--- src/rtl/i2civ_pkg.sv ---
package i2civ_pkg;

    localparam int DATA_W  = 16;
    localparam int NUM_SRC = 5;

    localparam int BIT_AL   = 0;
    localparam int BIT_NACK = 1;
    localparam int BIT_ARDY = 2;
    localparam int BIT_RRDY = 3;
    localparam int BIT_XRDY = 4;
    localparam int BIT_XUDF = 10;
    localparam int BIT_ROVR = 11;
    localparam int BIT_BB   = 12;

    localparam logic [DATA_W-1:0] STICKY_MASK =
        (DATA_W'(1) << BIT_AL)   | (DATA_W'(1) << BIT_NACK) |
        (DATA_W'(1) << BIT_ARDY) | (DATA_W'(1) << BIT_RRDY) |
        (DATA_W'(1) << BIT_XRDY) | (DATA_W'(1) << BIT_XUDF) |
        (DATA_W'(1) << BIT_ROVR);

    typedef enum logic [1:0] {
        ADDR_STAT = 2'd0,
        ADDR_IEN  = 2'd1,
        ADDR_VEC  = 2'd2,
        ADDR_RSVD = 2'd3
    } reg_addr_e;

endpackage

--- src/rtl/ivu_status_bank.sv ---
module ivu_status_bank #(
    parameter int                DATA_W      = 16,
    parameter int                NUM_SRC     = 5,
    parameter logic [DATA_W-1:0] STICKY_MASK = 16'h0C1F
) (
    input  logic               clk,
    input  logic               rst_n,
    input  logic [DATA_W-1:0]  set_i,
    input  logic [DATA_W-1:0]  clr_i,
    input  logic               ien_we_i,
    input  logic [NUM_SRC-1:0] ien_wdata_i,
    output logic [DATA_W-1:0]  stat_o,
    output logic [NUM_SRC-1:0] ien_o
);

    typedef struct packed {
        logic [DATA_W-1:0]  stat;
        logic [NUM_SRC-1:0] ien;
    } bank_t;

    bank_t bank_d, bank_q;

    always_comb begin
        bank_d      = bank_q;
        // set has priority over clear
        bank_d.stat = ((bank_q.stat & ~clr_i) | set_i) & STICKY_MASK;
        if (ien_we_i) begin
            bank_d.ien = ien_wdata_i;
        end
    end

    always_ff @(posedge clk or negedge rst_n) begin
        if (!rst_n) begin
            bank_q <= '0;
        end else begin
            bank_q <= bank_d;
        end
    end

    assign stat_o = bank_q.stat;
    assign ien_o  = bank_q.ien;


    set_wins_chk: assert property (@(posedge clk) disable iff (!rst_n)
        ((set_i & STICKY_MASK) != '0) |=>
        ((bank_q.stat & $past(set_i & STICKY_MASK)) == $past(set_i & STICKY_MASK)));


    w1c_clear_chk: assert property (@(posedge clk) disable iff (!rst_n)
        ((clr_i & ~set_i & STICKY_MASK) != '0) |=>
        ((bank_q.stat & $past(clr_i & ~set_i)) == '0));


    sticky_hold_chk: assert property (@(posedge clk) disable iff (!rst_n)
        (clr_i == '0) |=>
        ((bank_q.stat & $past(bank_q.stat)) == $past(bank_q.stat)));

endmodule

--- src/rtl/ivu_vec_encoder.sv ---
module ivu_vec_encoder #(
    parameter int NUM_SRC = 5,
    parameter int CODE_W  = $clog2(NUM_SRC + 1)
) (
    input  logic [NUM_SRC-1:0] pend_i,
    output logic [NUM_SRC-1:0] sel_o,
    output logic [CODE_W-1:0]  code_o
);

    logic [NUM_SRC:0] lower_any;

    assign lower_any[0] = 1'b0;

    for (genvar g = 0; g < NUM_SRC; g++) begin : g_prio
        assign sel_o[g]       = pend_i[g] & ~lower_any[g];
        assign lower_any[g+1] = lower_any[g] | pend_i[g];
    end

    always_comb begin
        code_o = '0;
        for (int i = 0; i < NUM_SRC; i++) begin
            if (sel_o[i]) begin
                code_o = code_o | CODE_W'(i + 1);
            end
        end
    end


    always_comb begin
        vec_onehot_chk: assert ($onehot0(sel_o));
    end


    always_comb begin
        vec_zero_chk: assert ((code_o == '0) == (pend_i == '0));
    end

endmodule

--- src/rtl/i2c_irq_vec_unit.sv ---
module i2c_irq_vec_unit
    import i2civ_pkg::*;
(
    input  logic              clk,
    input  logic              rst_n,
    input  logic              ev_arb_lost,
    input  logic              ev_nack,
    input  logic              ev_acc_rdy,
    input  logic              ev_rx_rdy,
    input  logic              ev_tx_rdy,
    input  logic              ev_tx_udf,
    input  logic              ev_rx_ovr,
    input  logic              bus_busy,
    input  logic              reg_wr,
    input  logic              reg_rd,
    input  logic [1:0]        reg_addr,
    input  logic [DATA_W-1:0] reg_wdata,
    output logic [DATA_W-1:0] reg_rdata,
    output logic              irq
);

    localparam int CODE_W = $clog2(NUM_SRC + 1);

    reg_addr_e          addr_sel;
    logic [DATA_W-1:0]  set_vec;
    logic [DATA_W-1:0]  clr_vec;
    logic [DATA_W-1:0]  stat_q;
    logic [DATA_W-1:0]  stat_view;
    logic [NUM_SRC-1:0] ien_q;
    logic [NUM_SRC-1:0] pend;
    logic [NUM_SRC-1:0] vec_sel;
    logic [CODE_W-1:0]  vec_code;
    logic               wr_stat;
    logic               wr_ien;
    logic               rd_vec;

    assign addr_sel = reg_addr_e'(reg_addr);
    assign wr_stat  = reg_wr && (addr_sel == ADDR_STAT);
    assign wr_ien   = reg_wr && (addr_sel == ADDR_IEN);
    assign rd_vec   = reg_rd && (addr_sel == ADDR_VEC);

    always_comb begin
        set_vec           = '0;
        set_vec[BIT_AL]   = ev_arb_lost;
        set_vec[BIT_NACK] = ev_nack;
        set_vec[BIT_ARDY] = ev_acc_rdy;
        set_vec[BIT_RRDY] = ev_rx_rdy;
        set_vec[BIT_XRDY] = ev_tx_rdy;
        set_vec[BIT_XUDF] = ev_tx_udf;
        set_vec[BIT_ROVR] = ev_rx_ovr;
    end

    always_comb begin
        clr_vec = wr_stat ? reg_wdata : '0;
        if (rd_vec) begin
            clr_vec = clr_vec | DATA_W'(vec_sel);
        end
    end

    ivu_status_bank #(
        .DATA_W     (DATA_W),
        .NUM_SRC    (NUM_SRC),
        .STICKY_MASK(STICKY_MASK)
    ) bank_i (
        .clk        (clk),
        .rst_n      (rst_n),
        .set_i      (set_vec),
        .clr_i      (clr_vec),
        .ien_we_i   (wr_ien),
        .ien_wdata_i(reg_wdata[NUM_SRC-1:0]),
        .stat_o     (stat_q),
        .ien_o      (ien_q)
    );

    assign pend = stat_q[NUM_SRC-1:0] & ien_q;

    ivu_vec_encoder #(
        .NUM_SRC(NUM_SRC),
        .CODE_W (CODE_W)
    ) enc_i (
        .pend_i(pend),
        .sel_o (vec_sel),
        .code_o(vec_code)
    );

    always_comb begin
        stat_view         = stat_q;
        stat_view[BIT_BB] = bus_busy;
    end

    always_comb begin
        unique case (addr_sel)
            ADDR_STAT: reg_rdata = stat_view;
            ADDR_IEN:  reg_rdata = DATA_W'(ien_q);
            ADDR_VEC:  reg_rdata = DATA_W'(vec_code);
            default:   reg_rdata = '0;
        endcase
    end

    assign irq = |pend;


    irq_vec_agree_chk: assert property (@(posedge clk) disable iff (!rst_n)
        irq == (vec_code != '0));


    vec_read_clear_chk: assert property (@(posedge clk) disable iff (!rst_n)
        (rd_vec && (vec_sel != '0) && ((set_vec[NUM_SRC-1:0] & vec_sel) == '0)) |=>
        ((stat_q[NUM_SRC-1:0] & $past(vec_sel)) == '0));

endmodule

--- config.mk ---
export PLATFORM = sky130hd
export DESIGN_NAME = i2c_irq_vec_unit
export DESIGN_NICKNAME = d
export VERILOG_FILES = /design/src/rtl/i2civ_pkg.sv /design/src/rtl/ivu_status_bank.sv /design/src/rtl/ivu_vec_encoder.sv /design/src/rtl/i2c_irq_vec_unit.sv
export SDC_FILE = /design/constraint.sdc
export NUM_CORES = 1
export LEC_CHECK = 0
export ABC_AREA = 1
export BUFFER_PORTS_ARGS = -buffer_cell sky130_fd_sc_hd__buf_2
export CAP_MARGIN = 25
export CORE_UTILIZATION = 30
export CTS_CLUSTER_DIAMETER = 30
export CTS_CLUSTER_SIZE = 28
export DETAILED_ROUTE_END_ITERATION = 12
export GPL_TIMING_DRIVEN = 0
export SYNTH_ARGS = -nofsm -noshare
export SYNTH_HDL_FRONTEND = slang
export SYNTH_SLANG_ARGS = --single-unit
--- constraint.sdc ---
create_clock -name clk -period 1.3 [get_ports clk]
set_clock_uncertainty 0.1 [all_clocks]
set_input_delay 0.26 -clock clk [delete_from_list [all_inputs] [get_ports clk]]
set_output_delay 0.26 -clock clk [all_outputs]
set_load 0.02 [all_outputs]
# Word-level counts from Yosys, hierarchy flattened
# Index checks and enable logic that the tools add are counted.
# word_totals
elab_cells	33
output_inout_bits	17
register_bits	12
ram_bits	0
memories	0
latch_bits	0
mem_bits_ro	0
inputBits	30
# op_classes
shift	0
bitwise_logic	16
magnitude_cmp	0
mul	0
n_eq_ne	2
muxes	8
reduce_logical	5
n_div	0
n_addsub	0
# ops
op	n
13-bit case mux with 3 select lines	1
12-bit two-way mux	2
12-bit AND	1
12-bit inverter	1
12-bit bitwise OR	1
12-bit by 5-bit bitwise OR with 12-bit output	1
3-bit two-way mux	2
5-bit AND	1
5-bit OR reduction	1
1-bit AND	4
2-bit two-way mux	2
1-bit inverter	4
1-bit logical AND	3
1-bit bitwise OR	3
2-bit by 1-bit == test with 1-bit output, second input constant	1
2-bit == test, second input constant	1
2-bit zero test	1
1-bit two-way mux	1

# Logic depth before layout (Yosys ltp)
# Gate-level depths: netlist (run 1).
# depth
depth_word	11
ltp_mapped	7

# Hierarchy
# A second synthesis (run 1) with hierarchy kept.
# unflattened
cells_unflattened	187
hier_area_um2	1132.3
# modules_own_cells
mod	seq_area_each_um2	cells_per_inst	instances	area_each_um2
ivu_status_bank	300.3	66	1	536.8
i2c_irq_vec_unit	0.0	104	1	515.5
ivu_vec_encoder	0.0	17	1	80.1

# Worst setup path after synthesis (run 1)
# Ideal clock, no wire load.
# synth_timing
path_type	register -> output
startpoint	register bank_i.bank_q (netlist bit bank_i.stat_o[0])
endpoint	output reg_rdata[2]
path_stages_with_launch	8
setup_slack_ns	-0.123
n_path_buf	0
arrival_time_ns	1.063
path_cell_list	dfrtp_1 -> nand2_1 -> nand2_1 -> nor2_1 -> nand2_1 -> nand2_1 -> nand2_1 -> nand3_1
# synth_between
elab_chain_len	8
elab_cells_between_ends	11
cone_classes	3 x mux; 8 x bitwise
# synth_lines
element	line_no	source
from (decl)	ivu_status_bank.sv:21	bank_t bank_d, bank_q;
from (signal assigned)	ivu_status_bank.sv:36	bank_q <= bank_d;
5-bit AND (*)	i2c_irq_vec_unit.sv:75	assign pend = stat_q[NUM_SRC-1:0] & ien_q;
1-bit bitwise OR (*) (2 in a row)	ivu_vec_encoder.sv:16	assign lower_any[g+1] = lower_any[g] | pend_i[g];
1-bit inverter / 1-bit bitwise OR (equally long branches)	ivu_vec_encoder.sv:15, ivu_vec_encoder.sv:16	
1-bit AND / 1-bit inverter (equally long branches)	ivu_vec_encoder.sv:15	assign sel_o[g] = pend_i[g] & ~lower_any[g];
3-bit two-way mux / 1-bit AND (equally long branches)	ivu_vec_encoder.sv:22, ivu_vec_encoder.sv:15	
3-bit two-way mux (*)	ivu_vec_encoder.sv:22	if (sel_o[i]) begin
13-bit case mux with 3 select lines (*)	i2c_irq_vec_unit.sv:92	unique case (addr_sel)
to (decl)	i2c_irq_vec_unit.sv:18	output logic [DATA_W-1:0] reg_rdata,
# Mark *: on every way between the ends. The rest lies on a longest branch, timed or not.

# Worst setup path after layout (run 1)
# layout_timing
startpoint	register bank_i.bank_q (netlist bit bank_i.stat_o[2])
endpoint	output reg_rdata[2]
# layout_between
elab_chain_len	7
elab_cells_between_ends	10
cone_classes	3 x mux; 7 x bitwise
# layout_lines
element	line_no
5-bit AND	i2c_irq_vec_unit.sv:75
1-bit bitwise OR	ivu_vec_encoder.sv:16
1-bit inverter / 1-bit bitwise OR (equally long branches)	ivu_vec_encoder.sv:15, ivu_vec_encoder.sv:16
1-bit AND / 1-bit inverter (equally long branches)	ivu_vec_encoder.sv:15
3-bit two-way mux / 1-bit AND (equally long branches)	ivu_vec_encoder.sv:22, ivu_vec_encoder.sv:15
3-bit two-way mux	ivu_vec_encoder.sv:22
13-bit case mux with 3 select lines (*)	i2c_irq_vec_unit.sv:92
# Marks and branches as above.

==> results of run 1 <==
[cell usage in the layout, fill, tap and decap left out]
| cell type | netlist | routed |
|---|---|---|
| nand2_4 | 1 | 2 |
| nand4_1 | 1 | 1 |
| o21ai_0 | 4 | 4 |
| o21bai_1 | 4 | 4 |
| buf_2 | 0 | 21 |
| conb_1 | 1 | 8 |
| nand2_1 | 31 | 24 |
| dfrtp_1 | 12 | 12 |
| nand3_1 | 3 | 1 |
| nor3_1 | 2 | 2 |
| buf_6 | 0 | 7 |
| inv_2 | 4 | 4 |
| clkbuf_8 | 0 | 1 |
| a21o_1 | 2 | 2 |
| nand2_2 | 1 | 7 |
| nor2_1 | 8 | 5 |
| buf_4 | 8 | 23 |
| mux2_4 | 1 | 1 |
| o211ai_1 | 1 | 1 |
| a21oi_2 | 0 | 1 |
| nand3_2 | 0 | 2 |
| a22o_1 | 1 | 1 |
| nor2_4 | 2 | 3 |
| o21ai_1 | 5 | 5 |
| nor2_2 | 1 | 3 |
| dlygate4sd3_1 | 0 | 1 |
| inv_1 | 12 | 12 |
| clkbuf_4 | 0 | 3 |
[report_power, final]
| group | total [mW] | internal, mW | leakage, nW | switching (mW) |
|---|---|---|---|---|
| Sequential | 0.435 | 0.409 | 0.126 | 0.0253 |
| Combinational | 0.511 | 0.246 | 0.552 | 0.265 |
| Clock | 0.307 | 0.170 | 0.0210 | 0.137 |
| Total | 1.25 | 0.826 | 0.699 | 0.427 |
[layer usage]
metal,up-vias,wire length (um),track usage
met4,0,32,0.0921
li1,424,-,-
met2,18,1000,0.285
met5,-,0,0
met1,363,810,0.176
met3,4,76,0.0203
[flip-flops by register name, indices dropped and copies added (netlist names)]
name and flops:
bank_i.stat_o 7, bank_i.ien_o 5
[repair_timing]
item                                    CTS  global route
hold endpoints to repair                 12             0
resized for setup                        15             9
buffers inserted                          9             5
pin swaps                                 7             7
endpoints found under the setup margin    6             9
hold buffers                              1             0
[metrics by stage]
stage	cell area, um2	hold slack (ps)	util
2_1_floorplan	823	-136	-
3_3_place_gp	1010	53.2	0.410
3_5_place_dp	1010	59.6	0.410
4_1_cts	1170	54.5	0.476
5_1_grt	1230	50.8	0.501
6_report	1230	59.8	0.501
[area by class of cell]
| type | instances | share of cell area |
|---|---|---|
| buffer | 8 | 0.0488 |
| sequential | 12 | 0.244 |
| tap | 30 | 0.0305 |
| multi-input combinational | 77 | 0.349 |
| inverter | 16 | 0.0488 |
| clock buffer | 4 | 0.0295 |
| timing repair buffer | 44 | 0.249 |
[how the worst max path moves through the flow]
stage / cells past startpoint / endpoint / slack [ps]
2_1_floorplan: 7 / reg_rdata[2] / 1
3_3_place_gp: 8 / reg_rdata[2] / -190
3_5_place_dp: 8 / reg_rdata[0] / -210
4_1_cts: 8 / reg_rdata[2] / -420
5_1_grt: 8 / reg_rdata[2] / -520
6_report: 8 / reg_rdata[2] / -440
[cell families (layout without fill, tap and decap cells)]
family,count (synthesis),in the layout,synth area share
AO/OA/AOI/OAI,18,18,0.144
AND/OR/NAND/NOR,50,50,0.289
other,1,8,0.00484
multiplexers,1,1,0.0194
buffers and inverters,24,72,0.155
flip-flops,12,12,0.388
[worst reg2reg max path: cells and delay by family (launching register included)]
kind | cells | cell delay (ps)
flip-flops | 1 | 400
AND/OR/NAND/NOR | 3 | 380
buffers and inverters | 2 | 250
AO/OA/AOI/OAI | 1 | 80
==> impl_metrics.toml, run 1 <==
[setup_path]
r2r-end = "bank_i.stat_o[2]"
path_buf_inv = 1
startpoint = "bank_i.stat_o[2]"
end_kind = "primary output"
critical_path.max_stage_delay_ps = 400
r2r_start = "bank_i.ien_o[0]"
rrSetupSlack_ps = -20
crit_top_cell = "nand2_2"
critPathLaunchType = "flip-flop"
ff2ff_path_depth = 6
cp_max_fo = 4
crit_slowest_cell = "dfrtp_1"
crit_type = "flip-flop to primary output"
crit_arrival_ps = 1380
path_cells = "nand2_2 -> nand2_2 -> nor2_4 -> nand2_2 -> nand2_1 -> nand2_1 -> nand3_2 -> buf_6"
required_ps = 940
path_delay_family = "simple AND/OR/NAND/NOR gates"

[place]
placed_cells = 172
pre_cts_ws_ps = -210
io_buffer_count = 29
gp_congestion = 0.760
hpwlAfterDp_mm = 1.34

[global_route]
grt_max_degree = 13
overflow = 0
grt_pass1_wl_mm = 3.11
grt_pass1_vias = 764
gr-usage-all-layers = 0.158
antenna_found_initial = 0

[synthesis]
seq_area_frac_synth = 0.388
synth_most_common_cell = "nand2_1"
syn_area_um2 = 774
ys_warn_count = 0
avgSynthCellArea_um2 = 7.31
synth.area.top_cells = "dfrtp_1, nand2_1, buf_4, inv_1, nor2_1"
synth-seq-cells = 12
netlist_top_cells_count = "nand2_1, dfrtp_1, inv_1"
async_flop_share = 1.00
synthFlopType = "dfrtp_1"
syn_inst = 106
synth_edf_count = 0
synthDistinctLibCells = 22
yosysTopAreaCellShare = 0.388
yosysTopAreaCell = "dfrtp_1"

[clock_tree]
cts.path.max_buffers = 2
htree_levels = 1
cts_tree = "done"
clk_latency_ps = 280
numCtsBuffers = 3
clk_pin_slew_ps = 80
root_buffer = "clkbuf_4"
cts_sinks = 12

[sta]
finalHoldViolations = 0
slew_viol_final = 0
finalCritPeriodShare = 1.34
setup_viol = 7
post-route-min-period_ps = 1740
layout_setup_ws_ps = -436
rsz0062_at_grt = "true"
max_freq_ghz = 0.576
finalSetupTns_ps = -1810

[floorplan]
die_x_um = 52.8
die_area_um2 = 2790
dieHeight_um = 52.8
io_pins = 47
num_rows = 18
core_area_um2 = 2450
start_util = 0.315

[power_and_ir_drop]
p_per_area_nw_per_um2 = 1020
finalPower_mw = 1.25
p_leak_nw = 0.699
vdd_drop_max_mv = 0.562

[layout]
drive_above_1_share = 0.484
antenna_cells = 0
layout.cells.non_filler = 191
final_nets = 192
syn2layout_area_growth_pct = 58.8
multi_input_area_um2 = 429
fill_cells = 260
seq_area_um2 = 300

[min_path]
min_path_cells = 2
min-delay-start = "ev_tx_udf"
hold_class = "input port to flip-flop"
hold-path-endpoint = "bank_i.stat_o[10]"

[detailed_routing]
final_antenna_net_count = 0
num_vias = 809
drc = 0
finalWirelength_mm = 1.92
drtPass1Iterations = 4
avgRoutedWirePerCell_um = 10.1
drt_iter0_drc = 3
post_drt_via_cell_ratio = 4.24

[run_status]
outcome = "finished with violations"
violations = "setup timing"

[flow_run]
cap_violations = 0
Note: power is estimated with default switching activity, not from simulation.
==> run 2, diff against run 1 <==
- CTS_BUF_LIST: default -> sky130_fd_sc_hd__clkbuf_8
- SYNTH_HIERARCHICAL: default -> 1
==> run 2 against run 1 <==
The run still ends with setup timing left. Combinational power is 25% higher. Sequential power hardly changed. Global-route usage is 0.65 points lower. Flip-flop and latch count unchanged. Wire length up 32%. Critical path type unchanged. Largest cell class unchanged.
==> impl_metrics.toml, run 2 <==
[setup_path]
cp_max_fo = 3
rrSetupSlack_ps = -150
r2r-end = "bank_i/stat_o[2]"
critPathLaunchType = "flip-flop"
crit_type = "flip-flop to primary output"
required_ps = 940
r2r_start = "bank_i/stat_o[0]"
ff2ff_path_depth = 9
end_kind = "primary output"
crit_arrival_ps = 1380

[sta]
slew_viol_final = 0
max_freq_ghz = 0.575
finalHoldViolations = 0
setup_viol = 9
finalCritPeriodShare = 1.34
rsz0062_at_grt = "true"
finalSetupTns_ps = -1730
hold_slack_ps = 102
post-route-min-period_ps = 1740
layout_setup_ws_ps = -438

[clock_tree]
clk_pin_slew_ps = 50
cts_tree = "done"
cts.path.max_buffers = 2
root_buffer = "clkbuf_8"
numCtsBuffers = 3
cts_sinks = 12
clk_latency_ps = 240
htree_levels = 1

[detailed_routing]
avgRoutedWirePerCell_um = 9.63
drc = 0
drtPass1Iterations = 3
post_drt_via_cell_ratio = 4.11
final_antenna_net_count = 0
finalWirelength_mm = 2.53
num_vias = 1080
drt_iter0_drc = 14

[global_route]
gr-usage-all-layers = 0.152
antenna_found_initial = 0
grt_max_degree = 13
overflow = 0
grt_pass1_vias = 932
grt_pass1_wl_mm = 3.95

[synthesis]
ys_warn_count = 6
syn_inst = 167
avgSynthCellArea_um2 = 6.16
syn_area_um2 = 1030

[min_path]
min_path_cells = 3
hold-path-endpoint = "bank_i/stat_o[2]"
min-delay-start = "ev_acc_rdy"
hold_class = "input port to flip-flop"

[layout]
drive_above_1_share = 0.406
largest_reg_flops = 7
final_nets = 251
layout_common_cells = "nand2_1, inv_1, buf_6"
layout.cells.most_common = "nand2_1"
antenna_cells = 0
final_core_util = 0.494
syn2layout_area_growth_pct = 51.6

[power_and_ir_drop]
p_per_area_nw_per_um2 = 899
p_leak_nw = 0.906
vdd_drop_max_mv = 0.563

[floorplan]
core_area_um2 = 3150
dieHeight_um = 60.6
die_x_um = 60.6
num_rows = 20
die_area_um2 = 3670
start_util = 0.326
io_pins = 47

[place]
io_buffer_count = 27
gp_congestion = 0.842
hpwlAfterDp_mm = 1.72

[flow_run]
cap_violations = 0

[run_status]
violations = "setup timing"
outcome = "finished with violations"
[run 2: worst max-delay path by stage]
stage / start / endpoint / slack [ps] / cells past startpoint
final: bank_i/stat_o[1] / reg_rdata[2] / -440 / 8
after global routing: bank_i/stat_o[1] / reg_rdata[2] / -540 / 8
after CTS: bank_i/ien_o[0] / reg_rdata[2] / -430 / 8
after detailed placement: bank_i/stat_o[0] / reg_rdata[2] / -240 / 8
after global placement: bank_i/ien_o[1] / reg_rdata[2] / -240 / 8
after floorplan: bank_i/ien_o[1] / reg_rdata[2] / -40 / 7
[run 2: metrics by stage]
step / setup WS, ps / power (mW) / cell area, um2 / std cells
6_report: -438 / 1.40 / 1560 / 263
5_1_grt: -542 / 1.50 / 1560 / 263
4_1_cts: -428 / 1.34 / 1480 / 261
3_5_place_dp: -238 / 0.862 / 1260 / 245
3_3_place_gp: -236 / 0.861 / 1260 / 245
2_1_floorplan: -44.6 / 0.750 / 1070 / 174
[run 2: metal layers]
layer	wire length [um]	vias to the layer above	track usage
met2	1160	26	0.218
met5	0	-	0
met3	139	4	0.0277
li1	-	577	-
met1	1170	473	0.200
met4	69	0	0.120
[run 2: cell type report]
class                           instances  area (um2)
Fill cell                             339        1590
Multi-Input combinational cell        106         553
Buffer                                 14         128
Sequential cell                        12         300
Clock buffer                            3        41.3
Timing Repair Buffer                   42         322
Tap cell                               44        55.1
Inverter                               42         160
[run 2: power by group]
group	internal [mW]	leakage (nW)	switching [mW]
sequential	0.410	0.127	0.0218
combinational	0.297	0.758	0.340
clock	0.204	0.0216	0.129
total	0.910	0.906	0.491
[run 2: critical path, stage by stage (launching register included)]
cell     delay [ps]
dfrtp_1         380
nand2_2          90
inv_2            60
nor2_4          130
nand2_2          70
a21oi_2          90
nand3_1         110
nand3_2          90
buf_6           110
[run 2: repair_timing]
| item | 4_1_cts | 5_1_grt |
|---|---|---|
| setup endpoints to repair | 11 | 14 |
| pin swaps | 20 | 20 |
| gates resized for setup | 28 | 17 |
| hold buffers | 1 | 0 |
| buffers inserted | 12 | 3 |
| hold endpoints to repair | 12 | 0 |
==> run 3, diff against run 2 <==
==> constraint.sdc (replaced) <==
create_clock -name clk -period 1.3 [get_ports clk]
set_clock_uncertainty 0.1 [all_clocks]
set_input_delay 0.065 -clock clk [delete_from_list [all_inputs] [get_ports clk]]
set_output_delay 0.065 -clock clk [all_outputs]
set_load 0.02 [all_outputs]
==> run 3 against run 2 <==
Critical path depth unchanged. Highest routed layer unchanged. Combinational power decreased by 7.2%. Utilization increased by 0.91 points. Sequential share of layout area decreased by 0.35 points. The flow still finishes with violations (setup timing). Worst setup slack improved by 180 ps. Count of clock-buffer cells in the layout increased by 1. Largest power group unchanged. Via count increased by 1.9%.
==> impl_metrics.toml, run 3 (same netlist as run 2, synthesis figures left out) <==
[run_status]
outcome = "finished with violations"
violations = "setup timing"

[floorplan]
start_util = 0.326
core_area_um2 = 3150
num_rows = 20
die_area_um2 = 3670
dieHeight_um = 60.6
io_pins = 47
die_x_um = 60.6

[clock_tree]
clk_pin_slew_ps = 50
cts_tree = "done"
cts_sinks = 12
clk_latency_ps = 240
cts.path.max_buffers = 2
htree_levels = 1
root_buffer = "clkbuf_8"
numCtsBuffers = 3

[place]
pre_cts_ws_ps = -119
io_buffer_count = 27
gp_congestion = 0.795
hpwlAfterDp_mm = 1.77
dpl_cell_area_um2 = 1240

[sta]
max_freq_ghz = 0.642
finalHoldViolations = 0
finalSetupTns_ps = -1130
slew_viol_final = 0
layout_setup_ws_ps = -258
setup_viol = 7
post-route-min-period_ps = 1560
finalCritPeriodShare = 1.20
hold_slack_ps = 62.5
rsz0062_at_grt = "true"

[layout]
syn2layout_area_growth_pct = 54.4
layout_common_cells = "nand2_1, inv_1, buf_4, buf_2, nand3_1"
layout.cells.most_common = "nand2_1"
drive_above_1_share = 0.342
final_nets = 262
largest_reg_flops = 7
final_area_um2 = 1590
antenna_cells = 0

[setup_path]
cp_max_fo = 3
path_delay_family = "flip-flops"
end_kind = "primary output"
required_ps = 1130
critPathLaunchType = "flip-flop"
path_buf_inv = 3
path_cells = "nand2_2 -> inv_2 -> inv_1 -> a21oi_1 -> nand2_1 -> nand3_1 -> nand3_2 -> buf_6"
crit_type = "flip-flop to primary output"
crit_slowest_cell = "dfrtp_1"
crit_arrival_ps = 1390
critical_path.max_stage_delay_ps = 360

[detailed_routing]
drtPass1Iterations = 4
maxUsedRoutingLayer = "met4"
num_vias = 1100
post_drt_via_cell_ratio = 4.00
finalWirelength_mm = 2.54
wl_met2_mm = 1.23
drt_iter0_drc = 38
drc = 0
avgRoutedWirePerCell_um = 9.24
final_antenna_net_count = 0
met1Wirelength_mm = 1.16
route.met3.wl_um = 102

[min_path]
hold_class = "input port to flip-flop"

[power_and_ir_drop]
p_leak_nw = 0.943
p_per_area_nw_per_um2 = 897
finalPower_mw = 1.42
vdd_drop_max_mv = 0.748

[global_route]
overflow = 0
gr-usage-all-layers = 0.149
grt_pass1_vias = 1008
grt_pass1_wl_mm = 4.08
grt_max_degree = 13
antenna_found_initial = 0

[flow_run]
cap_violations = 0
==> run 3: cell types whose count changed in the layout (fill, tap and decap cells not counted), moves of 2 or more <==
cell / previous run / this run
buf_2: 18 / 23
inv_1: 33 / 36
inv_2: 8 / 5
nand3_2: 5 / 3
buf_6: 19 / 8
buf_4: 18 / 23
dlygate4sd3_1: 1 / 13
nor2_1: 8 / 13
nand3_1: 12 / 14
nor2_4: 5 / 1
==> run 3: cell type report <==
cell class | count | area [um2]
fillers | 327 | 1570
multi-input cells | 106 | 509
repair buffers | 53 | 388
flip-flops and latches | 12 | 300
inverters | 42 | 160
plain buffers | 14 | 120
clock buffers | 4 | 55.1
well taps | 44 | 55.1
==> run 3: layer usage <==
layer,global-route usage,vias to the layer above
met5,0,-
met4,0.0714,0
met3,0.0171,5
met2,0.256,20
met1,0.187,477
li1,-,598
==> run 3: tightest hold or removal path, stage by stage <==
cell and delay (ps):
buf_2 90, inv_1 50, nor2_2 40, inv_1 40
nand2_1 40, nand2_1 40
==> run 3: path summary, 6_finish.rpt <==
check,startpoint,to,slack [ps],depth (start not counted)
hold reg to reg,bank_i/stat_o[11],bank_i/stat_o[11],370,2
setup reg to reg,bank_i/ien_o[1],bank_i/stat_o[3],-160,11
max in group asynchronous,rst_n,bank_i/ien_o[2],740,2
hold / removal,reg_wdata[10],bank_i/stat_o[10],60,6
min in group asynchronous,rst_n,bank_i/stat_o[1],140,2
setup / recovery,bank_i/ien_o[1],reg_rdata[0],-260,8
==> run 3: power breakdown <==
group	internal [mW]	total [mW]	switching, mW	leakage, nW
Sequential	0.410	0.432	0.0221	0.127
Clock	0.267	0.401	0.134	0.0288
Combinational	0.279	0.591	0.312	0.788
Total	0.956	1.42	0.468	0.943
==> run 3: timing repair <==
item | in CTS | in global routing
pin swaps | 10 | 5
gates resized for setup | 17 | 5
endpoints found under the hold margin | 24 | 0
hold buffers | 13 | 0
buffers inserted | 11 | 2
endpoints found under the setup margin | 7 | 8
==> run 3: through the flow <==
step / util / cells
floorplan: - / 174
global placement: 0.395 / 245
detailed placement: 0.395 / 245
CTS: 0.494 / 273
global route: 0.504 / 275
finish: 0.504 / 275
